[src/rtl/ts_pkg.sv]
`timescale 1ns/1ps
// Shared types for the edge timestamper.
package ts_pkg;

    // Response captured on each read strobe.
    typedef struct packed {
        logic ack;
        logic hit;
        logic err;
    } rd_status_t;

    // Filter length with zero mapped to one.
    function automatic int unsigned eff_len(input int unsigned raw);
        return (raw == 0) ? 1 : raw;
    endfunction

endpackage

[src/rtl/ts_input_qualifier.sv]
`timescale 1ns/1ps
// Input qualifier: synchroniser chain, run-length glitch filter and rising-edge pulse.
// Assumes: SYNC_STAGES >= 2; filt_len is static while edges are in flight.
// The rise pulse is combinational and marks the clock edge where the filtered level goes high.
module ts_input_qualifier #(
    parameter int FLT_W       = 4,
    parameter int SYNC_STAGES = 2
) (
    input  logic             clk,
    input  logic             rst_n,
    input  logic             din_async,
    input  logic [FLT_W-1:0] filt_len,
    output logic             level,
    output logic             rise
);
    logic [SYNC_STAGES-1:0] sync_q;
    logic                   smp;
    logic                   level_q;
    logic [FLT_W-1:0]       run_q;
    logic [FLT_W:0]         run_next;
    logic [FLT_W:0]         len_eff;
    logic                   accept;

    // Shift the raw input through the synchroniser stages.
    always_ff @(posedge clk) begin
        if (!rst_n) sync_q <= '0;
        else        sync_q <= {sync_q[SYNC_STAGES-2:0], din_async};
    end

    assign smp      = sync_q[SYNC_STAGES-1];
    assign run_next = {1'b0, run_q} + 1'b1;
    assign len_eff  = (filt_len == '0) ? (FLT_W+1)'(1) : {1'b0, filt_len};
    assign accept   = (smp != level_q) && (run_next >= len_eff);

    // Count consecutive differing samples and flip the level once enough are seen.
    always_ff @(posedge clk) begin
        if (!rst_n) begin
            level_q <= 1'b0;
            run_q   <= '0;
        end else if (smp == level_q) begin
            run_q   <= '0;
        end else if (accept) begin
            level_q <= smp;
            run_q   <= '0;
        end else begin
            run_q   <= run_next[FLT_W-1:0];
        end
    end

    assign level = level_q;
    assign rise  = accept & smp;

endmodule

[src/rtl/ts_tick_counter.sv]
`timescale 1ns/1ps
// Prescaled free-running counter with programmable wrap value.
// Assumes: psc and arr change only while the block is held in reset.
module ts_tick_counter #(
    parameter int CNT_W = 32,
    parameter int PSC_W = 16
) (
    input  logic             clk,
    input  logic             rst_n,
    input  logic [PSC_W-1:0] psc,
    input  logic [CNT_W-1:0] arr,
    output logic             tick,
    output logic [CNT_W-1:0] count
);
    logic [PSC_W-1:0] pre_q;
    logic [CNT_W-1:0] cnt_q;

    assign tick = (pre_q >= psc);

    // Advance the prescaler; step or wrap the main counter on each tick.
    always_ff @(posedge clk) begin
        if (!rst_n) begin
            pre_q <= '0;
            cnt_q <= '0;
        end else if (tick) begin
            pre_q <= '0;
            cnt_q <= (cnt_q >= arr) ? '0 : cnt_q + 1'b1;
        end else begin
            pre_q <= pre_q + 1'b1;
        end
    end

    assign count = cnt_q;

endmodule

[src/rtl/ts_capture_unit.sv]
`timescale 1ns/1ps
// Capture register with pending and over-capture flags and a registered read response.
// A capture at the same edge as a read wins for the pending flag; the read returns the older value.
module ts_capture_unit #(
    parameter int CNT_W = 32
) (
    input  logic             clk,
    input  logic             rst_n,
    input  logic             cap_fire,
    input  logic [CNT_W-1:0] count,
    input  logic             rd_stb,
    output ts_pkg::rd_status_t status,
    output logic [CNT_W-1:0] rd_data,
    output logic             pend,
    output logic             ovr
);
    logic [CNT_W-1:0] cap_q;
    logic             pend_q;
    logic             ovr_q;

    // Latch the counter on each enabled qualified edge.
    always_ff @(posedge clk) begin
        if (!rst_n)        cap_q <= '0;
        else if (cap_fire) cap_q <= count;
    end

    // Track unread and overwritten captures; capture has priority over read.
    always_ff @(posedge clk) begin
        if (!rst_n) begin
            pend_q <= 1'b0;
            ovr_q  <= 1'b0;
        end else begin
            if (cap_fire)    pend_q <= 1'b1;
            else if (rd_stb) pend_q <= 1'b0;
            if (cap_fire && pend_q && !rd_stb) ovr_q <= 1'b1;
            else if (rd_stb)                   ovr_q <= 1'b0;
        end
    end

    // Build the read response from the state before this edge.
    always_ff @(posedge clk) begin
        if (!rst_n) begin
            status  <= '0;
            rd_data <= '0;
        end else begin
            status.ack <= rd_stb;
            if (rd_stb) begin
                status.hit <= pend_q;
                status.err <= ovr_q;
                rd_data    <= pend_q ? cap_q : '0;
            end
        end
    end

    assign pend = pend_q;
    assign ovr  = ovr_q;

endmodule

[src/rtl/edge_timestamper.sv]
`timescale 1ns/1ps
// Top of the edge timestamper.
// Connects the qualifier, the counter and the capture unit, and gates captures with cfg_en.
// Assumes: configuration except cfg_en is changed only during reset.
module edge_timestamper #(
    parameter int CNT_W       = 32,
    parameter int PSC_W       = 16,
    parameter int FLT_W       = 4,
    parameter int SYNC_STAGES = 2
) (
    input  logic             clk,
    input  logic             rst_n,
    input  logic             ref_in,
    input  logic [PSC_W-1:0] cfg_psc,
    input  logic [CNT_W-1:0] cfg_arr,
    input  logic             cfg_en,
    input  logic [FLT_W-1:0] cfg_filt_len,
    input  logic             rd_stb,
    output logic             rd_ack,
    output logic             rd_hit,
    output logic             rd_err,
    output logic [CNT_W-1:0] rd_data
);
    logic               filt_level;
    logic               edge_rise;
    logic               tick;
    logic [CNT_W-1:0]   count;
    logic               cap_fire;
    logic               pend;
    logic               ovr;
    ts_pkg::rd_status_t status;

    ts_input_qualifier #(.FLT_W(FLT_W), .SYNC_STAGES(SYNC_STAGES)) u_qual (
        .clk(clk), .rst_n(rst_n), .din_async(ref_in), .filt_len(cfg_filt_len),
        .level(filt_level), .rise(edge_rise)
    );

    ts_tick_counter #(.CNT_W(CNT_W), .PSC_W(PSC_W)) u_cnt (
        .clk(clk), .rst_n(rst_n), .psc(cfg_psc), .arr(cfg_arr),
        .tick(tick), .count(count)
    );

    assign cap_fire = edge_rise & cfg_en;

    ts_capture_unit #(.CNT_W(CNT_W)) u_cap (
        .clk(clk), .rst_n(rst_n), .cap_fire(cap_fire), .count(count),
        .rd_stb(rd_stb), .status(status), .rd_data(rd_data),
        .pend(pend), .ovr(ovr)
    );

    assign rd_ack = status.ack;
    assign rd_hit = status.hit;
    assign rd_err = status.err;

endmodule

[config.mk]
export PLATFORM = sky130hd
export DESIGN_NAME = edge_timestamper
export DESIGN_NICKNAME = d
export VERILOG_FILES = /design/src/rtl/ts_pkg.sv /design/src/rtl/ts_input_qualifier.sv /design/src/rtl/ts_tick_counter.sv /design/src/rtl/ts_capture_unit.sv /design/src/rtl/edge_timestamper.sv
export SDC_FILE = /design/constraint.sdc
export NUM_CORES = 1
export LEC_CHECK = 0
export BUFFER_PORTS_ARGS = -buffer_cell sky130_fd_sc_hd__buf_4
export CAP_MARGIN = 20
export CELL_PAD_IN_SITES_DETAIL_PLACEMENT = 0
export CELL_PAD_IN_SITES_GLOBAL_PLACEMENT = 1
export CORE_UTILIZATION = 43
export CTS_CLUSTER_SIZE = 10
export DETAILED_ROUTE_END_ITERATION = 7
export MAX_ROUTING_LAYER = met4
export PLACE_DENSITY = 0.8
export REMOVE_ABC_BUFFERS = 1
export SLEW_MARGIN = 20
export SYNTH_ARGS = -nofsm -noshare
export SYNTH_HDL_FRONTEND = slang
export SYNTH_SLANG_ARGS = --single-unit
[constraint.sdc]
create_clock -name clk -period 2.9 [get_ports clk]
set_input_delay 0.145 -clock clk [delete_from_list [all_inputs] [get_ports clk]]
set_output_delay 0.145 -clock clk [all_outputs]
set_load 0.03 [all_outputs]
After elaboration in Yosys (flattened, before gate mapping)
Cells that the tools add are included.

Equal/unequal tests: 2. $add $sub $neg: 3. Bitwise gates (word level): 4. Mux-type cells: 6. Reductions and logical operators: 10. $lt $le $gt $ge: 3.

Operator list (number): 32-bit two-way mux (2); 32-bit by 1-bit adder with 32-bit output, second input constant (1); 32-bit >= comparator (1); 16-bit by 1-bit adder with 16-bit output, second input constant (1); 16-bit >= comparator (1); 4-bit by 1-bit adder with 5-bit output, second input constant (1); 5-bit >= comparator (1); 4-bit zero test (1); 4-bit two-way mux (1); 2-bit nonzero test (2); 1-bit logical AND (3); 1-bit two-way mux (3); 3-bit OR reduction (1); 1-bit bitwise AND (2); 1-bit NOT (2); 2-bit AND reduction (1); 2-bit OR reduction (1); 1-bit equality test (1); 1-bit zero test (1); 1-bit inequality test (1).

Register bits: 124. Input bits: 57. Output and inout bits: 35. Word-level logic and storage cells: 40.

Depth between registers and ports, before layout
Gate-level depths: netlist of the first run.

Depth after elaboration: 9. Depth in mapped cells: 12. Mapped depth without buffers: 10.

By module
A second synthesis of the first run with hierarchy kept.

Cells, all modules: 718. Area total of the unflattened synthesis: 6498.7 µm².

Modules (own cells, without submodules): ts_tick_counter (instances 1, area an instance 3380.7 µm², cells each 424); ts_capture_unit (instances 1, area an instance 2727.6 µm², cells each 256); ts_input_qualifier (instances 1, area an instance 384.1 µm², cells each 37); edge_timestamper (instances 1, area an instance 6.3 µm², cells each 1).

Worst setup path after synthesis of the first run
No wires, ideal clock.

Kind: register to register. From: register u_cnt.cnt_q[19] (netlist: u_cnt.count[19]). To: register u_cnt.cnt_q[0] (netlist: u_cnt.count[0]). Stages on the path, launching flop included: 9. Setup time: 68 ps. Data arrival time: 2252 ps. Slack: 580 ps. Cell sequence: dfxtp_1 -> ha_1 -> a21oi_2 -> o21ai_1 -> a221o_1 -> a2111oi_2 -> a21boi_4 -> or3b_1 -> a21oi_2.

Longest elaborated chain between the ends: 2.

Ends and longest elaborated chain: from (decl) (line ts_tick_counter.sv:16) `logic [CNT_W-1:0] cnt_q;`; from (signal assigned) (line ts_tick_counter.sv:27) `cnt_q <= (cnt_q >= arr) ? '0 : cnt_q + 1'b1;`; 32-bit >= comparator (line ts_tick_counter.sv:27); 32-bit two-way mux (line ts_tick_counter.sv:27).

No other way between the ends. A chain may end at the register's enable or synchronous reset.

Worst setup path after layout of the first run
Same ends and word-level chain as after synthesis.

==> results of run 1 <==
final timing paths:
kind | endpoint | from | slack (ps) | cells past startpoint
min reg2reg | u_qual.sync_q[1]$_SDFF_PN0_ | u_qual.sync_q[0]$_SDFF_PN0_ | 450 | 1
max | u_cnt.count[0]$_SDFFE_PN0P_ | u_cnt.count[19]$_SDFFE_PN0P_ | 270 | 8
min | u_qual.sync_q[0]$_SDFF_PN0_ | rst_n | 70 | 2
max reg2reg | u_cnt.count[0]$_SDFFE_PN0P_ | u_cnt.count[19]$_SDFFE_PN0P_ | 270 | 8
flip-flops by register name, indices dropped and copies added, names as in the netlist:
name	flops
u_cap.cap_q	32
u_cap.ovr	1
u_cap.pend	1
u_cap.rd_data	32
u_cap.status	3
u_cnt.count	32
u_cnt.pre_q	16
u_qual.level	1
u_qual.run_q	4
u_qual.sync_q	2
power by group:
| group | internal (µW) | leakage (µW) | switching [µW] |
|---|---|---|---|
| sequential | 1710 | 0.00100 | 6.77 |
| clock | 1230 | 0.000263 | 696 |
| combinational | 91.4 | 0.00193 | 93.4 |
| total | 3040 | 0.00319 | 796 |
stage by stage:
step	std cells	total power, µW
4_1_cts	974	3863
5_1_grt	974	3965
6_report	974	3835
3_5_place_dp	946	1937
2_1_floorplan	667	1839
3_3_place_gp	946	1931
layer usage:
layer  vias to the layer above  global-route usage [%]
met5                         -                       -
met4                         0                   7.793
met3                        18                   3.962
met2                        86                   34.16
met1                      2358                   25.58
li1                       2634                       -
critical path: cells and delay by family (launching register included):
kind | cells | cell delay, ps
AOI/OAI and AO/OA | 6 | 1440
and+or+nand+nor | 1 | 380
DFF | 1 | 450
adders and majority gates | 1 | 300
logic make-up (layout without fill, tap and decap cells):
| group | count (synthesis) | in the layout | synth area share (%) |
|---|---|---|---|
| and+or+nand+nor | 240 | 240 | 19.52 |
| AOI/OAI and AO/OA | 170 | 170 | 18.67 |
| DFF | 124 | 124 | 41.15 |
| buffers and inverters | 88 | 188 | 6.160 |
| adders and majority gates | 55 | 55 | 11.41 |
| xor gates and xnor gates | 19 | 19 | 2.759 |
| muxes | 2 | 2 | 0.3319 |
cell usage after synthesis, types with 2 or more instances:
library cell,instances,share of area (%)
dfxtp_1,124,41
nand2_1,94,5.8
a21oi_1,70,5.8
inv_1,57,3.5
ha_1,55,11
nor2_1,36,2.2
a22o_1,32,4.6
nand3_1,26,2.2
o21ai_0,21,1.7
or3_1,19,2.0
clkbuf_1,18,1.1
nand4_1,16,1.7
a21oi_2,13,1.9
o31ai_1,10,1.2
or4_1,10,1.2
xor2_1,10,1.5
and3_1,9,0.93
xnor2_1,9,1.3
nor3_1,8,0.66
buf_2,7,0.58
a21o_1,5,0.62
and2_1,4,0.41
nand2b_1,4,0.41
buf_6,3,0.56
nor2b_1,3,0.31
o21ai_1,3,0.25
a2111oi_0,2,0.29
a31o_2,2,0.29
a31oi_1,2,0.21
and4_1,2,0.29
mux2i_1,2,0.33
nand3b_1,2,0.25
cell type report:
cell class | count | share of cell area [%]
clock buffer | 23 | 6.545
clock inverter | 3 | 0.5370
inverter | 57 | 2.870
multi-input combinational | 486 | 42.83
sequential | 124 | 33.29
tap | 176 | 2.954
timing repair buffer | 105 | 10.97
timing repair:
item | 4_1_cts | 5_1_grt
resized for setup | 0 | 1
setup endpoints to repair | 0 | 15
hold buffers | 2 | 0
endpoints found under the hold margin | 2 | 0
==> run summary, run 1 <==
Flop and latch count out of synthesis: 124
Layout cells sized above 1: 18.92%
Met3 wire length: 504 µm
CP most frequent cell: a21oi_2
Die area: 14,510 µm²
RSZ-0062 raised after global routing: false
Final Cycle Share: 90.70%
Max stage delay on crit path: 450 ps
Hold Slack: 74.15 ps
Chip Width: 120.4 µm
Initial core utilization: 44.84%
Critical Path Sink Type: register
Multi-input logic area: 3193 µm²
Fill count: 1,259
Core area: 13,450 µm²
Max-cap violations: 0
Fin worst setup slack: 269.6 ps
Layout Cell Area excl Fill: 7456 µm²
GRT Total Usage: 20.89%
Port bufs: 91
Post-DRT Antenna Nets: 0
Hpwl dp: 10.07 mm
Vias: 5,096
Post-synth ARST share: 0%
Initial antenna violation count: 0
Gate Count Post-Synth: 698
Number of synthesized flops with an enable pin: 0
Most common cell after layout, fill and taps aside: dfxtp_1
CTS sink cnt: 124
Row Count: 42
Post-Synthesis Cell Area: 6032 µm²
Worst setup path class: reg -> reg
Relative slew slack: 41.20%
Highest fanout seen on the critical path: 7
Synth warn: 0
Unique masters post-synth: 52
Overflow after GRT: 0
Maximum vdd drop: 0.0003479 V
Pre-CTS WS: 184.2 ps
Startpoint Class: register
Avg Inst Size Synth: 8.642 µm²
Outcome: finished clean
Core Util, Final: 55.42%
Leakage Power: 0.003193 µW
FF+latch area: 2482 µm²
Wl on met1: 6.599 mm
Endpoints failing setup: 0
Final worst clock skew: 4.749 ps
Critical-path cell list: ha_1 -> a21oi_2 -> o21ai_1 -> a221o_1 -> a2111oi_2 -> a21boi_4 -> or3b_1 -> a21oi_2
CTS H-tree depth: 4
Clock buffer count from CTS: 17
Placer Congestion: 0.8487
Most frequent cells in the layout: dfxtp_1 (124), buf_4 (101), nand2_1 (93)
CP max stage cell: dfxtp_1
Synthesis-to-layout area growth: 23.61%
CTS tree: done
Placed inst area: 6905 µm²
Total negative slack: 0 ps
Die extent in y: 120.4 µm
WP data required: 3250 ps
Root Buffer Master: clkbuf_16
First-pass GRT wire length: 23.32 mm
Vias in the first global route: 4,928
Layout Nets: 903
Fin. Hold Viols: 0
Drt via density: 5.232
Final WL: 14.04 mm
Data arrival, critical path: 2980 ps
Largest net degree at the start of global routing: 40
F_max: 380.2 MHz
Post-route DRC: 0
Avg WL per Cell: 14.42 µm
Worst-path clk slew: 50 ps
Setup Buffers After CTS: 0
DR pass1 iterations: 4
Max-slew violations: 0
DR iter-0 viols: 240
Min-Delay Path Class: in -> reg
Clk buf depth: 2
Antenna cell count: 0
Slew @ Worst Pin: 879.9 ps
Main synth FF type: dfxtp_1
Met2 WL post-DR: 6.712 mm
Highest routed layer: met4
Worst skew pair latency: 410 ps
Crit path time final: 2630 ps
Ports: 92
PwrDens: 514.3 nW/µm²
Sequential fraction of the synthesis area: 41.15%
Note: power is estimated with default switching activity, not from simulation.
==> run 2: changes to the inputs <==
--- a/config.mk
+++ b/config.mk
@@ -5,11 +5,12 @@
 export SDC_FILE = /design/constraint.sdc
 export NUM_CORES = 1
 export LEC_CHECK = 0
+export ABC_AREA = 1
 export BUFFER_PORTS_ARGS = -buffer_cell sky130_fd_sc_hd__buf_4
 export CAP_MARGIN = 20
 export CELL_PAD_IN_SITES_DETAIL_PLACEMENT = 0
 export CELL_PAD_IN_SITES_GLOBAL_PLACEMENT = 1
-export CORE_UTILIZATION = 43
+export CORE_UTILIZATION = 41
 export CTS_CLUSTER_SIZE = 10
 export DETAILED_ROUTE_END_ITERATION = 7
 export MAX_ROUTING_LAYER = met4
==> run 2 against run 1 <==
Effect of this change:
- clock power is 5% higher
- cell count is 28% higher
- global-route usage is 1.1 points lower
- hold slack worse by 14 ps
- sequential share of layout area is 2.2 points lower
- setup slack better by 230 ps
- cell area is 7.1% higher
- combinational power is 12% higher
- clock-buffer cell count stayed put
- sequential power hardly changed
- maximum frequency is 9.4% higher
- total power is 3.4% higher
- largest cell class unchanged
==> run summary, run 2 <==
Synthesis-to-layout area growth: 22.24% (was 23.61%)
Maximum vdd drop: 0.0003795 V (was 0.0003479 V)
Most common cell after layout, fill and taps aside: nand2_1 (was dfxtp_1)
Die area: 16,440 µm² (was 14,510 µm²)
Post-DRT Antenna Nets: 0 (unchanged)
Avg WL per Cell: 11.90 µm (was 14.42 µm)
Core Util, Final: 51.95% (was 55.42%)
Initial antenna violation count: 0 (unchanged)
Flop and latch count out of synthesis: 124 (unchanged)
CP Buf/Inv Count: 1 (was 0)
Relative slew slack: 41.43% (was 41.20%)
GRT Total Usage: 19.79% (was 20.89%)
Largest cells by area after synthesis: dfxtp_1 (38%), nand2_1 (11%), inv_1 (11%) (was dfxtp_1 (41%), ha_1 (11%), nand2_1 (5.8%))
CTS sink cnt: 124 (unchanged)
Endpoints failing setup: 0 (unchanged)
FF+latch area: 2482 µm² (unchanged)
Hpwl dp: 10.97 mm (was 10.07 mm)
Pre-CTS WS: 564.4 ps (was 184.2 ps)
Total negative slack: 0 ps (unchanged)
Layout cells sized above 1: 13.47% (was 18.92%)
Core area: 15,370 µm² (was 13,450 µm²)
Synth warn: 0 (unchanged)
DR pass1 iterations: 5 (was 4)
CP max stage cell: inv_1 (was dfxtp_1)
Critical Path Sink Type: register (unchanged)
Fill count: 1,547 (was 1,259)
Max-slew violations: 0 (unchanged)
Root Buffer Master: clkbuf_16 (unchanged)
CTS H-tree depth: 4 (unchanged)
CP top delay family: adder cells (was compound AO/OA/AOI/OAI gates)
Avg Inst Size Synth: 6.949 µm² (was 8.642 µm²)
Final worst clock skew: 7.459 ps (was 4.749 ps)
Main synth FF type: dfxtp_1 (unchanged)
Gate Count Post-Synth: 940 (was 698)
RSZ-0062 raised after global routing: false (unchanged)
Most common cell in the synthesized netlist: nand2_1 (was dfxtp_1)
Max stage delay on crit path: 440 ps (was 450 ps)
Unique masters post-synth: 37 (was 52)
Ports: 92 (unchanged)
Final Cycle Share: 82.89% (was 90.70%)
Internal: 3111 µW (was 3039 µW)
Layout Nets: 1,140 (was 903)
Clock buffer count from CTS: 17 (unchanged)
Min-Delay Path Class: in -> reg (unchanged)
Post-synth ARST share: 0% (unchanged)
Placer Congestion: 0.8211 (was 0.8487)
Clock power frac: 51.3% (was 50.3%)
Synth top area share: 38.00% (was 41.15%)
Initial core utilization: 42.50% (was 44.84%)
Slew @ Worst Pin: 876.4 ps (was 879.9 ps)
Crit path time final: 2404 ps (was 2630 ps)
Vias in the first global route: 5,195 (was 4,928)
CTS Hold Bufs: 1 (was 2)
Chip Width: 128.2 µm (was 120.4 µm)
Data arrival, critical path: 2740 ps (was 2980 ps)
Port bufs: 91 (unchanged)
Number of synthesized flops with an enable pin: 0 (unchanged)
Cts repair resizes: 0 (unchanged)
CTS tree: done (unchanged)
Die extent in y: 128.2 µm (was 120.4 µm)
Reg power frac: 43.5% (was 44.8%)
PwrDens: 496.5 nW/µm² (was 514.3 nW/µm²)
Worst skew pair latency: 410 ps (about the same)
Sequential fraction of the synthesis area: 38.00% (was 41.15%)
Antenna cell count: 0 (unchanged)
Max-cap violations: 0 (unchanged)
Fin worst setup slack: 496.1 ps (was 269.6 ps)
Overflow after GRT: 0 (unchanged)
Critical-path cell list: ha_1 -> ha_1 -> o21ai_0 -> nand2_1 -> a21oi_1 -> o21bai_1 -> nand2_1 -> inv_1 -> nand2_1 -> a21oi_1 (was ha_1 -> a21oi_2 -> o21ai_1 -> a221o_1 -> a2111oi_2 -> a21boi_4 -> or3b_1 -> a21oi_2)
Post-synth top cells: nand2_1 (191), inv_1 (188), dfxtp_1 (124) (was dfxtp_1 (124), nand2_1 (94), a21oi_1 (70))
Startpoint Class: register (unchanged)
Worst-path clk slew: 50 ps (about the same)
Vias: 5,736 (was 5,096)
Outcome: finished clean (unchanged)
Worst setup path class: reg -> reg (unchanged)
NetSw: 854.1 µW (was 795.9 µW)
Fin. Hold Viols: 0 (unchanged)
WP data required: 3240 ps (was 3250 ps)
F_max: 416.0 MHz (was 380.2 MHz)
First-pass GRT wire length: 24.81 mm (was 23.32 mm)
Post-route DRC: 0 (unchanged)
CP most frequent cell: nand2_1 (was a21oi_2)
Drt via density: 4.589 (was 5.232)
Largest area contributor in the synthesized netlist: dfxtp_1 (unchanged)
Sw frac: 21.54% (was 20.76%)
Largest net degree at the start of global routing: 62 (was 40)
Final WL: 14.88 mm (was 14.04 mm)
Most frequent cells in the layout: nand2_1 (191), inv_1 (188), dfxtp_1 (124) (was dfxtp_1 (124), buf_4 (101), nand2_1 (93))
Clk buf depth: 2 (unchanged)
Post-Synthesis Cell Area: 6533 µm² (was 6032 µm²)
Highest fanout seen on the critical path: 14 (was 7)
Logic gate share of total power: 5.2% (was 4.8%)
Row Count: 45 (was 42)
Multi-input logic area: 3199 µm² (was 3193 µm²)
Setup Buffers After CTS: 0 (unchanged)
Leakage Power: 0.003762 µW (was 0.003193 µW)
DR iter-0 viols: 364 (was 240)
-- run 2: changes by cell type in the layout (fill, tap and decap cells not counted), sizes merged, moves of 6 or more --
| cell | change |
|---|---|
| nand2 | +98 |
| o21ai | +28 |
| and3 | -9 |
| o22ai | +21 |
| nor2 | +77 |
| xor2 | -6 |
| or3 | -18 |
| a21oi | -36 |
| or4 | -10 |
| and2 | -6 |
| inv | +131 |
| a22o | -32 |
| nand3 | +34 |
| o31ai | -10 |
-- run 2: routing by layer --
| layer | up-vias | global-route usage [%] | wire, µm |
|---|---|---|---|
| met5 | - | - | 0 |
| met4 | 0 | 6.436 | 192 |
| met3 | 16 | 3.339 | 486 |
| met2 | 91 | 30.27 | 6462 |
| met1 | 2502 | 26.45 | 7735 |
| li1 | 3127 | - | - |
-- run 2: tightest hold or removal path, stage by stage --
cell	delay, ps
buf_4	120
nand2_1	80
o22ai_1	70
-- run 2: final timing paths --
kind | from | slack, ps | cells after the start | end
worst max-delay path | u_qual.run_q[0]$_SDFF_PP0_ | 500 | 10 | u_cap.ovr$_SDFFE_PN0P_
worst min-delay path | rd_stb | 60 | 3 | u_cap.status[0]$_SDFFE_PN0P_
worst max register to register | u_qual.run_q[0]$_SDFF_PP0_ | 500 | 10 | u_cap.ovr$_SDFFE_PN0P_
worst min register to register | u_qual.sync_q[0]$_SDFF_PN0_ | 430 | 2 | u_qual.sync_q[1]$_SDFF_PN0_
-- run 2: logic make-up (layout without fill, tap and decap cells) --
| family | after synthesis | count (layout) | synth area share, % |
|---|---|---|---|
| DFF | 124 | 124 | 38.00 |
| adders and majority gates | 55 | 55 | 10.53 |
| and+or+nand+nor | 402 | 402 | 26.32 |
| AOI/OAI and AO/OA | 130 | 130 | 10.78 |
| xor gates and xnor gates | 10 | 10 | 1.341 |
| buffers and inverters | 219 | 318 | 13.02 |
-- run 2: layout make-up --
cell class	instances	area share, %
clock inverter	7	1.144
inverter	189	8.884
sequential	124	31.09
clock buffer	23	5.860
tap	211	3.306
multi-input combinational	597	40.07
timing repair buffer	99	9.652
-- run 2: power groups by stage --
stage | combinational, µW | sequential (µW) | clock (µW)
finish | 208 | 1720 | 2030
global route | 240 | 1720 | 2150
CTS | 212 | 1720 | 2070
detailed placement | 209 | 1760 | 0
global placement | 209 | 1760 | 0
floorplan | 106 | 1760 | 0
-- run 2: stage by stage --
stage                     hold WS [ps]  cells  total power [µW]  area (µm²)
after CTS                        45.25   1250              4009        7985
after global placement           349.0   1219              1969        7416
after floorplan                  238.5    910              1867        6391
final                            59.97   1250              3965        7985
after detailed placement         366.2   1219              1971        7416
after global routing             47.15   1250              4118        7985
